<file path="src/rtl/uart_ctl_pkg.sv">
package uart_ctl_pkg;
   localparam int CTRL_W = 11;
   localparam int B_MASTER = 0;
   localparam int B_TXEN   = 1;
   localparam int B_RXEN   = 2;
   localparam int B_LOOP   = 3;
   localparam int B_IR     = 4;
   localparam int B_DTR    = 5;
   localparam int B_RTS    = 6;
   localparam int B_OUT1   = 7;
   localparam int B_OUT2   = 8;
   localparam int B_RTSF   = 9;
   localparam int B_CTSF   = 10;
   localparam int N_SEC    = 2;
   localparam int SEC_TX   = 0;
   localparam int SEC_RX   = 1;
endpackage

</file>
<file path="src/rtl/uart_ctl_regs.sv">
module uart_ctl_regs
   import uart_ctl_pkg::*;
(
   input  logic              clk,
   input  logic              rst_n,
   input  logic              we,
   input  logic [CTRL_W-1:0] wdata,
   output logic [CTRL_W-1:0] ctrl
);
   always_ff @(posedge clk or negedge rst_n) begin
      if (!rst_n)  ctrl <= '0;
      else if (we) ctrl <= wdata;
   end
endmodule

</file>
<file path="src/rtl/uart_ctl_gate.sv">
module uart_ctl_gate (
   input  logic clk,
   input  logic rst_n,
   input  logic busy_i,
   input  logic want_i,
   output logic run_o
);
   always_ff @(posedge clk or negedge rst_n) begin
      if (!rst_n)       run_o <= 1'b0;
      else if (!busy_i) run_o <= want_i;
   end
endmodule

</file>
<file path="src/rtl/uart_ctl_route.sv">
module uart_ctl_route
   import uart_ctl_pkg::*;
(
   input  logic [CTRL_W-1:0] ctrl,
   input  logic              ir_test_i,
   input  logic              room_i,
   input  logic              txd_core_i,
   output logic              txd_o,
   input  logic              rxd_i,
   output logic              rxd_core_o,
   input  logic              ir_out_core_i,
   output logic              ir_out_n_o,
   input  logic              ir_in_i,
   output logic              ir_in_core_o,
   input  logic              cts_n_i,
   input  logic              dsr_n_i,
   input  logic              dcd_n_i,
   input  logic              ri_n_i,
   output logic              cts_n_core_o,
   output logic              dsr_n_core_o,
   output logic              dcd_n_core_o,
   output logic              ri_n_core_o,
   output logic              dtr_n_o,
   output logic              rts_n_o,
   output logic              out1_n_o,
   output logic              out2_n_o
);
   logic ir_on, loop_ser, loop_ir;

   always_comb begin
      ir_on    = ctrl[B_MASTER] & ctrl[B_IR];
      loop_ser = ctrl[B_LOOP] & ~ir_test_i;
      loop_ir  = ctrl[B_LOOP] & ctrl[B_IR] & ir_test_i;

      dtr_n_o  = ~ctrl[B_DTR];
      out1_n_o = ~ctrl[B_OUT1];
      out2_n_o = ~ctrl[B_OUT2];
      rts_n_o  = ctrl[B_RTSF] ? ~room_i : ~ctrl[B_RTS];

      txd_o      = ir_on ? 1'b1 : txd_core_i;
      rxd_core_o = ir_on ? 1'b1 : (loop_ser ? txd_core_i : rxd_i);
      ir_out_n_o = ir_on ? ir_out_core_i : 1'b0;
      if (loop_ir)    ir_in_core_o = ~ir_out_core_i;
      else if (ir_on) ir_in_core_o = ir_in_i;
      else            ir_in_core_o = 1'b0;

      cts_n_core_o = ctrl[B_LOOP] ? rts_n_o  : cts_n_i;
      dsr_n_core_o = ctrl[B_LOOP] ? dtr_n_o  : dsr_n_i;
      dcd_n_core_o = ctrl[B_LOOP] ? out1_n_o : dcd_n_i;
      ri_n_core_o  = ctrl[B_LOOP] ? out2_n_o : ri_n_i;
   end
endmodule

</file>
<file path="src/rtl/uart_ctl_loop.sv">
module uart_ctl_loop
   import uart_ctl_pkg::*;
#(
   parameter  int RX_DEPTH = 32,
   parameter  int CTS_SYNC = 2,
   localparam int LVL_W    = $clog2(RX_DEPTH + 1)
) (
   input  logic              clk,
   input  logic              rst_n,
   input  logic              reg_we,
   input  logic [CTRL_W-1:0] reg_wdata,
   output logic [CTRL_W-1:0] reg_rdata,
   input  logic              ir_test_i,
   input  logic              tx_busy_i,
   input  logic              tx_req_i,
   output logic              tx_start_o,
   output logic              tx_run_o,
   input  logic              rx_busy_i,
   input  logic [LVL_W-1:0]  rx_level_i,
   output logic              rx_run_o,
   input  logic              txd_core_i,
   output logic              txd_o,
   input  logic              rxd_i,
   output logic              rxd_core_o,
   input  logic              ir_out_core_i,
   output logic              ir_out_n_o,
   input  logic              ir_in_i,
   output logic              ir_in_core_o,
   input  logic              cts_n_i,
   input  logic              dsr_n_i,
   input  logic              dcd_n_i,
   input  logic              ri_n_i,
   output logic              cts_n_core_o,
   output logic              dsr_n_core_o,
   output logic              dcd_n_core_o,
   output logic              ri_n_core_o,
   output logic              dtr_n_o,
   output logic              rts_n_o,
   output logic              out1_n_o,
   output logic              out2_n_o
);
   if (RX_DEPTH < 1) begin : g_bad_depth
      $error("RX_DEPTH must be at least 1");
   end
   if (CTS_SYNC < 0 || CTS_SYNC > 4) begin : g_bad_sync
      $error("CTS_SYNC must be in 0..4");
   end

   logic [CTRL_W-1:0] ctrl;
   logic [N_SEC-1:0]  sec_busy, sec_want, sec_run;
   logic              room, cts_n_s;

   uart_ctl_regs u_regs (
      .clk(clk), .rst_n(rst_n), .we(reg_we), .wdata(reg_wdata), .ctrl(ctrl)
   );

   assign sec_busy[SEC_TX] = tx_busy_i;
   assign sec_busy[SEC_RX] = rx_busy_i;
   assign sec_want[SEC_TX] = ctrl[B_MASTER] & ctrl[B_TXEN];
   assign sec_want[SEC_RX] = ctrl[B_MASTER] & ctrl[B_RXEN];

   for (genvar s = 0; s < N_SEC; s++) begin : g_sec
      uart_ctl_gate u_gate (
         .clk(clk), .rst_n(rst_n), .busy_i(sec_busy[s]),
         .want_i(sec_want[s]), .run_o(sec_run[s])
      );
   end

   assign room = rx_level_i < LVL_W'(RX_DEPTH);

   uart_ctl_route u_route (
      .ctrl(ctrl), .ir_test_i(ir_test_i), .room_i(room),
      .txd_core_i(txd_core_i), .txd_o(txd_o), .rxd_i(rxd_i), .rxd_core_o(rxd_core_o),
      .ir_out_core_i(ir_out_core_i), .ir_out_n_o(ir_out_n_o),
      .ir_in_i(ir_in_i), .ir_in_core_o(ir_in_core_o),
      .cts_n_i(cts_n_i), .dsr_n_i(dsr_n_i), .dcd_n_i(dcd_n_i), .ri_n_i(ri_n_i),
      .cts_n_core_o(cts_n_core_o), .dsr_n_core_o(dsr_n_core_o),
      .dcd_n_core_o(dcd_n_core_o), .ri_n_core_o(ri_n_core_o),
      .dtr_n_o(dtr_n_o), .rts_n_o(rts_n_o), .out1_n_o(out1_n_o), .out2_n_o(out2_n_o)
   );

   if (CTS_SYNC == 0) begin : g_cts_direct
      assign cts_n_s = cts_n_core_o;
   end else begin : g_cts_sync
      logic [CTS_SYNC-1:0] sh;
      always_ff @(posedge clk or negedge rst_n) begin
         if (!rst_n) sh <= '1;
         else        sh <= {sh[CTS_SYNC-2+1-1:0], cts_n_core_o} >> 0;
      end
      assign cts_n_s = sh[CTS_SYNC-1];
   end

   assign reg_rdata  = ctrl;
   assign tx_run_o   = sec_run[SEC_TX];
   assign rx_run_o   = sec_run[SEC_RX];
   assign tx_start_o = tx_run_o & tx_req_i & ~tx_busy_i & (~ctrl[B_CTSF] | ~cts_n_s);
endmodule

</file>
<file path="config.mk">
export PLATFORM = sky130hd
export DESIGN_NAME = uart_ctl_loop
export DESIGN_NICKNAME = d
export VERILOG_FILES = /design/src/rtl/uart_ctl_pkg.sv /design/src/rtl/uart_ctl_regs.sv /design/src/rtl/uart_ctl_gate.sv /design/src/rtl/uart_ctl_route.sv /design/src/rtl/uart_ctl_loop.sv
export SDC_FILE = /design/constraint.sdc
export NUM_CORES = 1
export LEC_CHECK = 0
export BUFFER_PORTS_ARGS = -buffer_cell sky130_fd_sc_hd__buf_4
export CORE_ASPECT_RATIO = 1.2
export CORE_MARGIN = 2
export CORE_UTILIZATION = 41
export CTS_CLUSTER_SIZE = 14
export DETAILED_ROUTE_END_ITERATION = 8
export PLACE_DENSITY = 0.86
export SETUP_SLACK_MARGIN = 0.3
export SLEW_MARGIN = 20
export SYNTH_ARGS = -nofsm -noshare
export SYNTH_HDL_FRONTEND = slang
export SYNTH_HIERARCHICAL = 1
export SYNTH_SLANG_ARGS = --single-unit
</file>
<file path="constraint.sdc">
create_clock -name clk -period 1.4 [get_ports clk]
set_input_delay 0.14 -clock clk [delete_from_list [all_inputs] [get_ports clk]]
set_output_delay 0.14 -clock clk [all_outputs]
set_load 0.01 [all_outputs]
</file>
Yosys cells after proc, flatten, opt, wreduce, memory -nomap -nowiden
Index checks and enable logic that the tools add are counted.
Word-level totals
  input bits: 32
  logic and storage cells: 36
  register bits after elaboration: 15
Operators by class
  bitwise logic cells: 20
  magnitude comparators: 1
  muxes and demuxes: 11
Operator list (count)
  two-way mux 1 bit: 11
  NOT 1 bit: 10
  bitwise AND 1 bit: 9
  < comparator 6 bit, second input constant: 1
  OR 1 bit: 1

Longest topological paths before layout
  depth in word-level cells: 4
  depth in mapped cells: 3
  depth with buffers taken out: 3

By module
Netlist, hierarchy kept.
Modules (own cells, without submodules)
  uart_ctl_regs: instances 1, sequential area each 275.3 µm², area an instance 447.9 µm², cells an instance 23
  uart_ctl_route: instances 1, sequential area each 0.0 µm², area an instance 131.4 µm², cells an instance 18
  uart_ctl_loop: instances 1, sequential area each 52.6 µm², area an instance 85.1 µm², cells an instance 7
  uart_ctl_gate: instances 2, sequential area each 25.0 µm², area an instance 40.0 µm², cells an instance 2

Least setup slack after synthesis
No wires, ideal clock.
  path type: flip-flop to output port
  from: register u_regs.ctrl[9]
  to: output port cts_n_core_o
  stages on the path, launching flop included: 3
  data arrival time: 0.979 ns
  slack: 0.281 ns
  data required time: 1.260 ns
  cells stage by stage: dfrtp_1 mux2i_1 mux2_2
Between the ends
  cells in the longest elaborated chain, start to end: 2
Ends and longest elaborated chain
  start, declared: line uart_ctl_regs.sv:8  | output logic [CTRL_W-1:0] ctrl
  start signal, assigned: line uart_ctl_regs.sv:12  | else if (we) ctrl <= wdata;
  two-way mux 1 bit: line uart_ctl_route.sv:38  | rts_n_o = ctrl[B_RTSF] ? ~room_i : ~ctrl[B_RTS];
  net rts_n_o: line uart_ctl_loop.sv:38  | output logic rts_n_o,
  two-way mux 1 bit: line uart_ctl_route.sv:47  | cts_n_core_o = ctrl[B_LOOP] ? rts_n_o : cts_n_i;
  end, declared: line uart_ctl_loop.sv:33  | output logic cts_n_core_o,
The timed path passes the listed nets, and every way through them passes these cells.

Final worst setup path
  from: register u_regs.ctrl[3]
  to: output port ir_in_core_o
Between the ends
  cells in the longest elaborated chain, start to end: 3
Ends and longest elaborated chain
  bitwise AND 1 bit (2 in a row): line uart_ctl_route.sv:33  | loop_ir = ctrl[B_LOOP] & ctrl[B_IR] & ir_test_i;
  two-way mux 1 bit: line uart_ctl_route.sv:43  | if (loop_ir) ir_in_core_o = ~ir_out_core_i;
  end, declared: line uart_ctl_loop.sv:28  | output logic ir_in_core_o,
Every way passes these cells.

==> flow_metrics.env <==
export IMPL_p_leak_nw=0.707
export IMPL_vias_per_cell=4.87
export IMPL_syn_to_final_growth_pct=80.0
export IMPL_synth_most_common_cell="dfrtp_1"
export IMPL_synth_cells=52
export IMPL_synth_common_cells="dfrtp_1 (13), mux2_4 (12), inv_1 (4)"
export IMPL_critPathMaxStageDelay_ns=0.48
export IMPL_synth_warning_count=6
export IMPL_hp_class="in -> reg"
export IMPL_cts_buffer_depth=2
export IMPL_pre_cts_ws_ns=0.139
export IMPL_start_kind="flip-flop"
export IMPL_grt_pass1_vias=672
export IMPL_synth_top_area_frac=0.437
export IMPL_gr_usage_all_layers=0.184
export IMPL_io_pin_count=58
export IMPL_place_area_sq_um=1150
export IMPL_numPortBuffers=52
export IMPL_drive_gt1_frac=0.803
export IMPL_worstPathArrival_ns=1.32
export IMPL_drt_pass1_iterations=2
export IMPL_rsz0062_at_grt="true"
export IMPL_fin_hold_ws_ns=0.0846
export IMPL_final_cells=135
export IMPL_post_place_cells=121
export IMPL_ys_top_cells_by_area="dfrtp_1 (44%), mux2_4 (24%), dfstp_2 (7.1%)"
export IMPL_die_h_um=50.7
export IMPL_drc=0
export IMPL_cp_cell_sequence="nand2_2 -> and3_4 -> o21a_1 -> buf_6"
export IMPL_fin_area_sq_um=1340
export IMPL_fin_crit_sh=1.04
export IMPL_syn_area_sq_um=744
export IMPL_cts_sinks=15
export IMPL_yosysSeqAreaShare=0.508
export IMPL_grt_pass1_wl_mm=2.97
export IMPL_vias=657
export IMPL_synth_edff_count=0
export IMPL_synthesis_nets=84
export IMPL_worst_setup_path_end_kind="output port"
export IMPL_core_area_sq_um=1660
export IMPL_synth_seq_cells=15
export IMPL_routed_wl_mm=2.06
export IMPL_drv_cap=0
export IMPL_ir_drop_mv=0.823
export IMPL_path_max_fanout=8
export IMPL_avgSynthCellArea_sq_um=14.3
export IMPL_grt_max_degree=16
export IMPL_fin_crit_ns=1.46
export IMPL_cts_root_buf="clkbuf_4"
export IMPL_die_area_sq_um=2170
export IMPL_htreeDepth=1
export IMPL_dieWidth_um=42.9
export IMPL_async_flop_share=1.00
export IMPL_antenna_found_initial=0
export IMPL_fmax_ghz=0.684
export IMPL_layout_nets=150
export IMPL_tightest_slew_ns=0.180
export IMPL_fin_skew_ns=0.00872
export IMPL_worstPathRequired_ns=1.26
export IMPL_grt_ovfl_total=0
export IMPL_drtIter0Drc=2
export IMPL_wire_per_inst_um=15.3
export IMPL_power_density_nw_per_um2=920
export IMPL_yosysTopAreaCell="dfrtp_1"
export IMPL_violations="setup timing"
export IMPL_slew_viol_final=0
export IMPL_gp_congestion=0.677
export IMPL_clk_pin_slew_ns=0.09
export IMPL_worst_path_max_delay_cell="dfrtp_2"
export IMPL_path_class="reg -> out"
export IMPL_yosys_cell_types_count=17
export IMPL_finalSetupViolations=3
export IMPL_outcome="finished with violations"
export IMPL_setup_slack_ns=-0.0612
export IMPL_rows=16
export IMPL_initial_core_util=0.448
export IMPL_slew_headroom=0.878
export IMPL_insertedDiodeCount=0
export IMPL_ant_nets=0
export IMPL_cts_tree="done"
export IMPL_synth_ff_type="dfrtp_1"
export IMPL_cts_inserted_buffers=3
export IMPL_clk_latency_ns=0.28
export IMPL_finalHoldViolCount=0
placed cells by master, fill, tap and decap left out, drive strengths merged:
cell type	Yosys	routed
a211oi	1	1
mux2	17	17
clkbuf	0	3
dlygate4sd3	0	1
nand2b	2	2
mux2i	2	2
o21a	1	1
and2	2	2
buf	1	61
and3	2	2
clkinv	0	1
nor2	1	1
nand2	4	4
dfstp	2	2
dfrtp	13	13
inv	4	4
layer usage:
metal,up-vias,routed length (um),global-route usage
met1,317,757,0.207
met2,29,1140,0.318
li1,305,-,-
met4,0,52,0.0938
met3,6,113,0.0432
met5,-,0,0
repair_timing:
action                                  in CTS  in global routing
hold buffers                                 1                  0
setup buffers                                3                  6
gates cloned                                 0                  0
hold endpoints to repair                    15                  0
pin swaps                                    6                  4
gates resized for setup                      5                 19
endpoints found under the setup margin      11                 14
registers in the layout (all words and copies together), names as in the netlist:
name and cells:
g_sec.u_gate/run_o 2, u_regs/ctrl 11, g_cts_sync.sh 2
layout make-up:
class,count,area [sq um]
clock buffer,3,22.5
clock inverter,1,5.00
fill,95,322
inverter,4,15.0
multi-input combinational,32,369
sequential,15,382
tap,18,22.5
timing repair buffer,62,524
critical path, delay by kind of cell (launching register included):
family / cells / cell delay [ns]
buffers and inverters: 1 / 0.12
AO/OA/AOI/OAI: 1 / 0.18
flip-flops: 1 / 0.48
AND/OR/NAND/NOR: 2 / 0.26
final timing paths:
| kind | slack (ns) | from | cells after the start | endpoint |
|---|---|---|---|---|
| setup / recovery | -0.06 | u_regs/ctrl[3] | 4 | ir_in_core_o |
| hold / removal | 0.08 | reg_wdata[5] | 2 | u_regs/ctrl[5] |
| setup reg to reg | 0.26 | u_regs/ctrl[0] | 3 | g_sec[0].u_gate/run_o |
| hold reg to reg | 0.36 | g_cts_sync.sh[0] | 0 | g_cts_sync.sh[1] |
| max in group asynchronous | 0.91 | rst_n | 2 | g_cts_sync.sh[1] |
| min in group asynchronous | 0.24 | rst_n | 2 | u_regs/ctrl[4] |
through the flow:
step	power (mW)	utilization	setup TNS [ns]
floorplan	0.696	-	0
global placement	0.891	0.692	0
detailed placement	0.903	0.692	0
CTS	1.17	0.736	-0.161
global route	1.29	0.806	-0.354
finish	1.23	0.806	-0.114
power by group:
group	internal [mW]	total (mW)	switching, mW
clock network	0.106	0.240	0.134
registers	0.488	0.538	0.0500
logic	0.299	0.455	0.156
total	0.892	1.23	0.340
cell families after synthesis:
| group | share of synthesized area |
|---|---|
| compound gates | 0.0269 |
| flops | 0.508 |
| buf+inv | 0.0353 |
| mux | 0.345 |
| simple gates | 0.0857 |
Note: power is estimated with default switching activity, not from simulation.
